### config.mk
export PLATFORM = sky130hd
export DESIGN_NAME = vipt_cache
export DESIGN_NICKNAME = d
export VERILOG_FILES = /design/src/rtl/vipt_pkg.sv /design/src/rtl/vipt_tag_store.sv /design/src/rtl/vipt_data_store.sv /design/src/rtl/vipt_ctrl.sv /design/src/rtl/vipt_cache.sv
export SDC_FILE = /design/constraint.sdc
export NUM_CORES = 1
export LEC_CHECK = 0
export BUFFER_PORTS_ARGS = -buffer_cell sky130_fd_sc_hd__buf_4
export CORE_UTILIZATION = 35
export CTS_CLUSTER_DIAMETER = 100
export DETAILED_ROUTE_END_ITERATION = 6
export SLEW_MARGIN = 20
export SYNTH_ARGS = -nofsm -noshare
export SYNTH_HDL_FRONTEND = slang
export SYNTH_SLANG_ARGS = --single-unit
export TNS_END_PERCENT = 100
### constraint.sdc
create_clock -name clk -period 6.2 [get_ports clk]
set_clock_uncertainty 0.05 [all_clocks]
set_input_delay 0.31 -clock clk [delete_from_list [all_inputs] [get_ports clk]]
set_output_delay 0.31 -clock clk [all_outputs]
set_load 0.01 [all_outputs]
### src/rtl/vipt_pkg.sv
package vipt_pkg;

    typedef enum logic [1:0] {
        ST_LOOKUP = 2'd0,
        ST_EVICT  = 2'd1,
        ST_FILL   = 2'd2
    } vipt_state_e;

endpackage

### src/rtl/vipt_tag_store.sv
module vipt_tag_store #(
    parameter int LINES  = 8,
    parameter int TAG_W  = 25,
    localparam int IDX_W = $clog2(LINES)
) (
    input  logic             clk,
    input  logic             rst_n,
    input  logic [IDX_W-1:0] idx,
    output logic             rd_valid,
    output logic             rd_dirty,
    output logic [TAG_W-1:0] rd_tag,
    input  logic             install,
    input  logic [TAG_W-1:0] install_tag,
    input  logic             set_dirty
);

    logic [LINES-1:0] valid_q;
    logic [LINES-1:0] dirty_q;
    logic [TAG_W-1:0] tag_q [LINES];

    always_ff @(posedge clk) begin
        if (!rst_n) begin
            valid_q <= '0;
            dirty_q <= '0;
        end else begin
            if (install) begin
                valid_q[idx] <= 1'b1;
                dirty_q[idx] <= 1'b0;
            end else if (set_dirty) begin
                dirty_q[idx] <= 1'b1;
            end
        end
    end

    always_ff @(posedge clk) begin
        if (install) begin
            tag_q[idx] <= install_tag;
        end
    end

    assign rd_valid = valid_q[idx];
    assign rd_dirty = dirty_q[idx];
    assign rd_tag   = tag_q[idx];

    AST_DIRTY_AFTER_STORE: assert property (@(posedge clk) disable iff (!rst_n)
        set_dirty |=> dirty_q[$past(idx)]);
    AST_FILLED_LINE_CLEAN: assert property (@(posedge clk) disable iff (!rst_n)
        install |=> (valid_q[$past(idx)] && !dirty_q[$past(idx)]));

endmodule

### src/rtl/vipt_data_store.sv
module vipt_data_store #(
    parameter int LINES   = 8,
    parameter int WORDS   = 4,
    parameter int DATA_W  = 32,
    localparam int IDX_W  = $clog2(LINES),
    localparam int WSEL_W = $clog2(WORDS)
) (
    input  logic              clk,
    input  logic [IDX_W-1:0]  idx,
    input  logic [WSEL_W-1:0] rd_word,
    output logic [DATA_W-1:0] rd_data,
    input  logic              wr_en,
    input  logic [WSEL_W-1:0] wr_word,
    input  logic [DATA_W-1:0] wr_data
);

    logic [DATA_W-1:0] mem_q [LINES][WORDS];

    always_ff @(posedge clk) begin
        if (wr_en) begin
            mem_q[idx][wr_word] <= wr_data;
        end
    end

    assign rd_data = mem_q[idx][rd_word];

endmodule

### src/rtl/vipt_ctrl.sv
module vipt_ctrl
    import vipt_pkg::*;
#(
    parameter int WORDS   = 4,
    localparam int WSEL_W = $clog2(WORDS)
) (
    input  logic              clk,
    input  logic              rst_n,
    input  logic              req,
    input  logic              we,
    input  logic              tlb_hit,
    input  logic              line_hit,
    input  logic              victim_dirty,
    input  logic              mem_ack,
    output logic [WSEL_W-1:0] beat,
    output logic              cpu_ready,
    output logic              mem_req,
    output logic              mem_we,
    output logic              fill_we,
    output logic              install,
    output logic              store_we
);

    localparam logic [WSEL_W-1:0] LAST_BEAT = WSEL_W'(WORDS - 1);

    vipt_state_e       state_q, state_d;
    logic [WSEL_W-1:0] beat_q,  beat_d;
    logic              translated;
    logic              beat_last;

    assign translated = req && tlb_hit;
    assign beat_last  = (beat_q == LAST_BEAT);

    always_ff @(posedge clk) begin
        if (!rst_n) begin
            state_q <= ST_LOOKUP;
            beat_q  <= '0;
        end else begin
            state_q <= state_d;
            beat_q  <= beat_d;
        end
    end

    always_comb begin
        state_d = state_q;
        beat_d  = beat_q;
        unique case (state_q)
            ST_LOOKUP: begin
                beat_d = '0;
                if (translated && !line_hit) begin
                    state_d = victim_dirty ? ST_EVICT : ST_FILL;
                end
            end
            ST_EVICT: begin
                if (mem_ack) begin
                    beat_d = beat_last ? '0 : beat_q + 1'b1;
                    if (beat_last) begin
                        state_d = ST_FILL;
                    end
                end
            end
            ST_FILL: begin
                if (mem_ack) begin
                    beat_d = beat_last ? '0 : beat_q + 1'b1;
                    if (beat_last) begin
                        state_d = ST_LOOKUP;
                    end
                end
            end
            default: begin
                state_d = ST_LOOKUP;
                beat_d  = '0;
            end
        endcase
    end

    always_comb begin
        cpu_ready = 1'b0;
        mem_req   = 1'b0;
        mem_we    = 1'b0;
        fill_we   = 1'b0;
        install   = 1'b0;
        store_we  = 1'b0;
        unique case (state_q)
            ST_LOOKUP: begin
                cpu_ready = translated && line_hit;
                store_we  = translated && line_hit && we;
            end
            ST_EVICT: begin
                mem_req = 1'b1;
                mem_we  = 1'b1;
            end
            ST_FILL: begin
                mem_req = 1'b1;
                fill_we = mem_ack;
                install = mem_ack && beat_last;
            end
            default: begin
                cpu_ready = 1'b0;
            end
        endcase
    end

    assign beat = beat_q;

    AST_READY_NEEDS_TLB: assert property (@(posedge clk) disable iff (!rst_n)
        cpu_ready |-> tlb_hit);
    AST_TLB_MISS_STAYS: assert property (@(posedge clk) disable iff (!rst_n)
        (state_q == ST_LOOKUP && req && !tlb_hit) |=> (state_q == ST_LOOKUP));
    AST_CLEAN_MISS_FILLS: assert property (@(posedge clk) disable iff (!rst_n)
        (state_q == ST_LOOKUP && translated && !line_hit && !victim_dirty)
        |=> (state_q == ST_FILL && beat_q == '0));
    AST_DIRTY_MISS_EVICTS: assert property (@(posedge clk) disable iff (!rst_n)
        (state_q == ST_LOOKUP && translated && !line_hit && victim_dirty)
        |=> (state_q == ST_EVICT && beat_q == '0));
    AST_EVICT_THEN_FILL: assert property (@(posedge clk) disable iff (!rst_n)
        (state_q == ST_EVICT && mem_ack && beat_last) |=> (state_q == ST_FILL));
    AST_BEAT_WAITS_ACK: assert property (@(posedge clk) disable iff (!rst_n)
        (mem_req && !mem_ack) |=> ($stable(beat_q) && $stable(state_q) && mem_req));
    AST_BUSY_NOT_READY: assert property (@(posedge clk) disable iff (!rst_n)
        mem_req |-> !cpu_ready);

endmodule

### src/rtl/vipt_cache.sv
module vipt_cache #(
    parameter int ADDR_W    = 32,
    parameter int DATA_W    = 32,
    parameter int PAGE_BITS = 12,
    parameter int LINES     = 8,
    parameter int WORDS     = 4,
    localparam int BYTE_W   = $clog2(DATA_W / 8),
    localparam int WSEL_W   = $clog2(WORDS),
    localparam int IDX_W    = $clog2(LINES),
    localparam int OFF_W    = BYTE_W + WSEL_W,
    localparam int PPN_W    = ADDR_W - PAGE_BITS,
    localparam int XTRA_W   = PAGE_BITS - IDX_W - OFF_W,
    localparam int TAG_W    = ADDR_W - IDX_W - OFF_W
) (
    input  logic                        clk,
    input  logic                        rst_n,
    input  logic                        cpu_req,
    input  logic                        cpu_we,
    input  logic [PAGE_BITS-1:BYTE_W]   cpu_vwoff,
    input  logic [DATA_W-1:0]           cpu_wdata,
    output logic                        cpu_ready,
    output logic [DATA_W-1:0]           cpu_rdata,
    input  logic                        tlb_hit,
    input  logic [PPN_W-1:0]            tlb_ppn,
    output logic                        mem_req,
    output logic                        mem_we,
    output logic [ADDR_W-1:0]           mem_addr,
    output logic [DATA_W-1:0]           mem_wdata,
    input  logic                        mem_ack,
    input  logic [DATA_W-1:0]           mem_rdata
);

    logic [IDX_W-1:0]  line_idx;
    logic [WSEL_W-1:0] cpu_word;
    logic [TAG_W-1:0]  phys_tag;
    logic              rd_valid, rd_dirty;
    logic [TAG_W-1:0]  rd_tag;
    logic              line_hit, victim_dirty;
    logic [WSEL_W-1:0] beat;
    logic              fill_we, install, store_we;
    logic              arr_we;
    logic [WSEL_W-1:0] arr_rd_word, arr_wr_word;
    logic [DATA_W-1:0] arr_wr_data, arr_rd_data;

    assign line_idx = cpu_vwoff[OFF_W+IDX_W-1:OFF_W];
    assign cpu_word = cpu_vwoff[OFF_W-1:BYTE_W];

    generate
        if (XTRA_W > 0) begin : g_tag_ext
            assign phys_tag = {tlb_ppn, cpu_vwoff[PAGE_BITS-1:PAGE_BITS-XTRA_W]};
        end else begin : g_tag_ppn
            assign phys_tag = tlb_ppn;
        end
    endgenerate

    assign line_hit     = rd_valid && (rd_tag == phys_tag);
    assign victim_dirty = rd_valid && rd_dirty;

    vipt_tag_store #(
        .LINES (LINES),
        .TAG_W (TAG_W)
    ) u_tags (
        .clk         (clk),
        .rst_n       (rst_n),
        .idx         (line_idx),
        .rd_valid    (rd_valid),
        .rd_dirty    (rd_dirty),
        .rd_tag      (rd_tag),
        .install     (install),
        .install_tag (phys_tag),
        .set_dirty   (store_we)
    );

    assign arr_we      = fill_we || store_we;
    assign arr_wr_word = fill_we ? beat : cpu_word;
    assign arr_wr_data = fill_we ? mem_rdata : cpu_wdata;
    assign arr_rd_word = mem_we ? beat : cpu_word;

    vipt_data_store #(
        .LINES  (LINES),
        .WORDS  (WORDS),
        .DATA_W (DATA_W)
    ) u_data (
        .clk     (clk),
        .idx     (line_idx),
        .rd_word (arr_rd_word),
        .rd_data (arr_rd_data),
        .wr_en   (arr_we),
        .wr_word (arr_wr_word),
        .wr_data (arr_wr_data)
    );

    vipt_ctrl #(
        .WORDS (WORDS)
    ) u_ctrl (
        .clk          (clk),
        .rst_n        (rst_n),
        .req          (cpu_req),
        .we           (cpu_we),
        .tlb_hit      (tlb_hit),
        .line_hit     (line_hit),
        .victim_dirty (victim_dirty),
        .mem_ack      (mem_ack),
        .beat         (beat),
        .cpu_ready    (cpu_ready),
        .mem_req      (mem_req),
        .mem_we       (mem_we),
        .fill_we      (fill_we),
        .install      (install),
        .store_we     (store_we)
    );

    assign cpu_rdata = arr_rd_data;
    assign mem_wdata = arr_rd_data;
    assign mem_addr  = {(mem_we ? rd_tag : phys_tag), line_idx, beat, {BYTE_W{1'b0}}};

    AST_ADDR_HELD_IN_BEAT: assert property (@(posedge clk) disable iff (!rst_n)
        (mem_req && !mem_ack) |=> $stable(mem_addr));
    AST_WB_FROM_DIRTY_LINE: assert property (@(posedge clk) disable iff (!rst_n)
        (mem_req && mem_we) |-> (rd_valid && rd_dirty));

endmodule

==> flow_summary.toml <==
[yosys]
synth_compound_area_share_pct = 9.317
synth_cell_types = 62
synth_xor_area_share_pct = 0.3031
ys_warn_count = 0
yosys.area_share.simple_pct = 4.169
async_flop_share_pct = 0
yosysSeqAreaShare_pct = 75.63
avgSynthCellArea_um2 = 16.65
synthFlopType = "edfxtp_1"
synthTopCellsByCount = "edfxtp_1, a21oi_1, nand2_1, mux2i_1, nor2_1"
syn_area_um2 = 49130
synth_most_common_cell = "edfxtp_1"
synth_edf_count = 1224
synthCells = 2950
synth_top_area_cell = "edfxtp_1"
yosys.area_share.adder_pct = 0.1019
synth-seq-cells = 1244
muxShareOfSynthArea_pct = 8.066
synth_top_family_by_area = "compound AO/OA/AOI/OAI gates"
yosys-top-cells-area = "edfxtp_1, mux2i_1, mux4_2"
yosys.area.top_type_share_pct = 74.82

[worst_hold_path]
worstHoldEndpoint = "u_data.mem_q[0][44]"
whs_path_depth = 4
hp-start = "mem_rdata[12]"
hold_path.class = "input pin to flip-flop"

[floorplanning]
die_h_um = 376.6
die_area_um2 = 141900
core_area_um2 = 139400
die_w_um = 376.6
num_rows = 137
num_io_pins = 199
start_util_pct = 35.25

[clock_network]
htree_levels = 3
cts_tree = "built"
clkSlewWorstSetupHoldPaths_ns = 0.06
numCtsBuffers = 120
clock-root-buffer = "clkbuf_16"
clk_latency_ns = 0.71
post_cts_resize_count = 0
clkSinkCount = 1244
ctsHoldBuffers = 28
postCtsSetupBuffers = 0
cts.path.max_buffers = 3

[setup_path]
critPathTopFamily = "buffers and inverters"
cp_slowest_cell = "buf_8"
r2r_start = "u_tags.tag_q[3][21]"
cp_max_fo = 106
critPathLaunchType = "input pin"
cp_slowest_stage_delay_ns = 0.66
cp.arrival_ns = 4.52
r2r_cells = 9
critPathKind = "input pin to output pin"
crit_buf_inv = 5
r2r-end = "u_data.mem_q[0][16]"
cp_data_required_time_ns = 5.84
path_cells = "buf_8 > buf_4 > buf_12 > and2_2 > buf_12 > a22oi_1 > nand3_1 > a21oi_1 > o31ai_1 > buf_4"
reg2reg_setup_slack_ns = 1.68
cp-end-kind = "output pin"

[timing]
rsz0062_at_grt = "false"
setup_slack_ns = 1.319
hold_viol = 0
drv_slew = 0
tightest_slew_ns = 1.109
period_minus_slack_ns = 4.881
final.setup.tns_ns = 0
relSlewSlack_pct = 24.50
final-setup-viol-count = 0
min_period_over_period_pct = 78.73
clock.fmax_mhz = 204.9
hold_ws_ns = 0.1557

[routing]
vias_per_cell = 5.684
vias = 29353
antenna_left = 0
dr.pass1.iters = 6
routed_wirelength_um = 149800
wl_per_cell_um = 29.01
drt_iter0_markers = 3683
drc = 0

[finish]
layout.nets = 3291
syn_to_final_growth_pct = 18.53
drive_above_1_share_pct = 21.87
final_area_um2 = 58230
fillers = 12349
fin_util_pct = 41.78

[pwr]
p_sw_uw = 4487
p_int_uw = 14810
leakagePower_uw = 0.01889
pwr-share-clk_pct = 41.5
power_density_nw_per_um2 = 331.3
combPwrFrac_pct = 8.7
seqPwrFrac_pct = 49.8
swShare_pct = 23.26
vdd_drop_max_uv = 245.1

[place]
hpwl_um = 84430
place_ws_ns = 0.9646
io_buffers = 196
gp_congestion = 0.8153
place_area_um2 = 53520

[global_routing]
overflow = 0
grt_max_degree = 107
grt_pass1_vias = 27912
track_usage_pct = 20.73
antenna_found_initial = 2
grt_pass1_wl_um = 211100

[run_status]
status = "completed"

[flow_run]
cap_violations = 0
## how the worst max path moves through the flow
stage,to,slack [ns],depth (start not counted),from
global placement,u_data.mem_q[2][7],0.97,10,cpu_vwoff[6]
CTS,cpu_rdata[4],1.29,10,cpu_vwoff[6]
detailed placement,u_data.mem_q[2][31],0.96,10,cpu_vwoff[5]
global route,mem_wdata[4],1.18,10,cpu_vwoff[6]
floorplan,u_data.mem_q[0][0],1.69,9,cpu_vwoff[5]
finish,mem_wdata[4],1.32,10,cpu_vwoff[6]
## registers in the layout, summed over array words and instances, names as in the netlist, named ones only
signal / flops
u_data.mem_q: 1024
u_tags.valid_q: 8
u_ctrl.state_q: 2
u_ctrl.beat: 2
u_tags.tag_q: 200
## cells by family (layout without fill, tap and decap cells)
family | count (synthesis) | count (layout)
other | 1 | 3
adders and majority gates | 4 | 4
and+or+nand+nor | 456 | 456
AOI/OAI and AO/OA | 688 | 688
muxes | 302 | 302
buffers and inverters | 238 | 574
xor gates and xnor gates | 17 | 17
DFF | 1244 | 1244
## stage by stage
step | power (µW) | std cells
final | 19290 | 5164
after global routing | 19770 | 5163
after CTS | 19350 | 5161
after detailed placement | 11440 | 4911
after global placement | 11410 | 4910
after floorplan | 10630 | 2951
## power groups by stage
stage / clock [µW] / sequential, µW / combinational, µW
2_1_floorplan: 0 / 9790 / 837
3_3_place_gp: 0 / 9790 / 1620
3_5_place_dp: 0 / 9790 / 1640
4_1_cts: 8070 / 9610 / 1660
5_1_grt: 8390 / 9610 / 1770
6_report: 8010 / 9610 / 1670
## cell type report
type	count	area [µm²]	area share, %
Multi-Input combinational cell	1469	11360	19.51
Inverter	9	35.03	0.06017
Tap cell	1876	2347	4.031
Clock inverter	85	1260	2.164
Timing Repair Buffer	343	2978	5.114
Sequential cell	1244	37160	63.81
Antenna cell	1	2.502	0.004298
Clock buffer	137	3088	5.303
## cell usage in the layout (no fill, tap or decap), types with 11 or more instances in the layout
cell type / count
buf_4: 289
mux4_2: 68
nand4_1: 13
nor2_1: 97
a211oi_1: 13
nor2_4: 15
a21oi_1: 195
o211ai_1: 31
a221oi_1: 68
clkinvlp_4: 11
clkbuf_16: 121
bufinv_16: 28
clkinv_1: 19
clkinv_2: 18
xnor2_1: 11
o21ai_0: 107
o31ai_1: 15
nor3_1: 12
clkbuf_1: 16
a21oi_4: 24
dfxtp_1: 20
a22oi_1: 101
nand2_1: 199
a221o_1: 24
mux2i_1: 161
mux2_2: 70
edfxtp_1: 1224
buf_12: 20
nand3_1: 49
a22o_1: 29
dlygate4sd3_1: 28
## layer usage
layer | routed length (µm) | track usage [%]
met5 | 0 | 0
met4 | 4262 | 6.021
met3 | 14970 | 3.865
met2 | 67790 | 31.48
met1 | 62800 | 30.21
## tightest hold or removal path, stage by stage
cell and delay, ns:
buf_4 0.11, nand2_1 0.04, nand2_1 0.04, buf_4 0.23
Power figures use the tool's default switching activity.
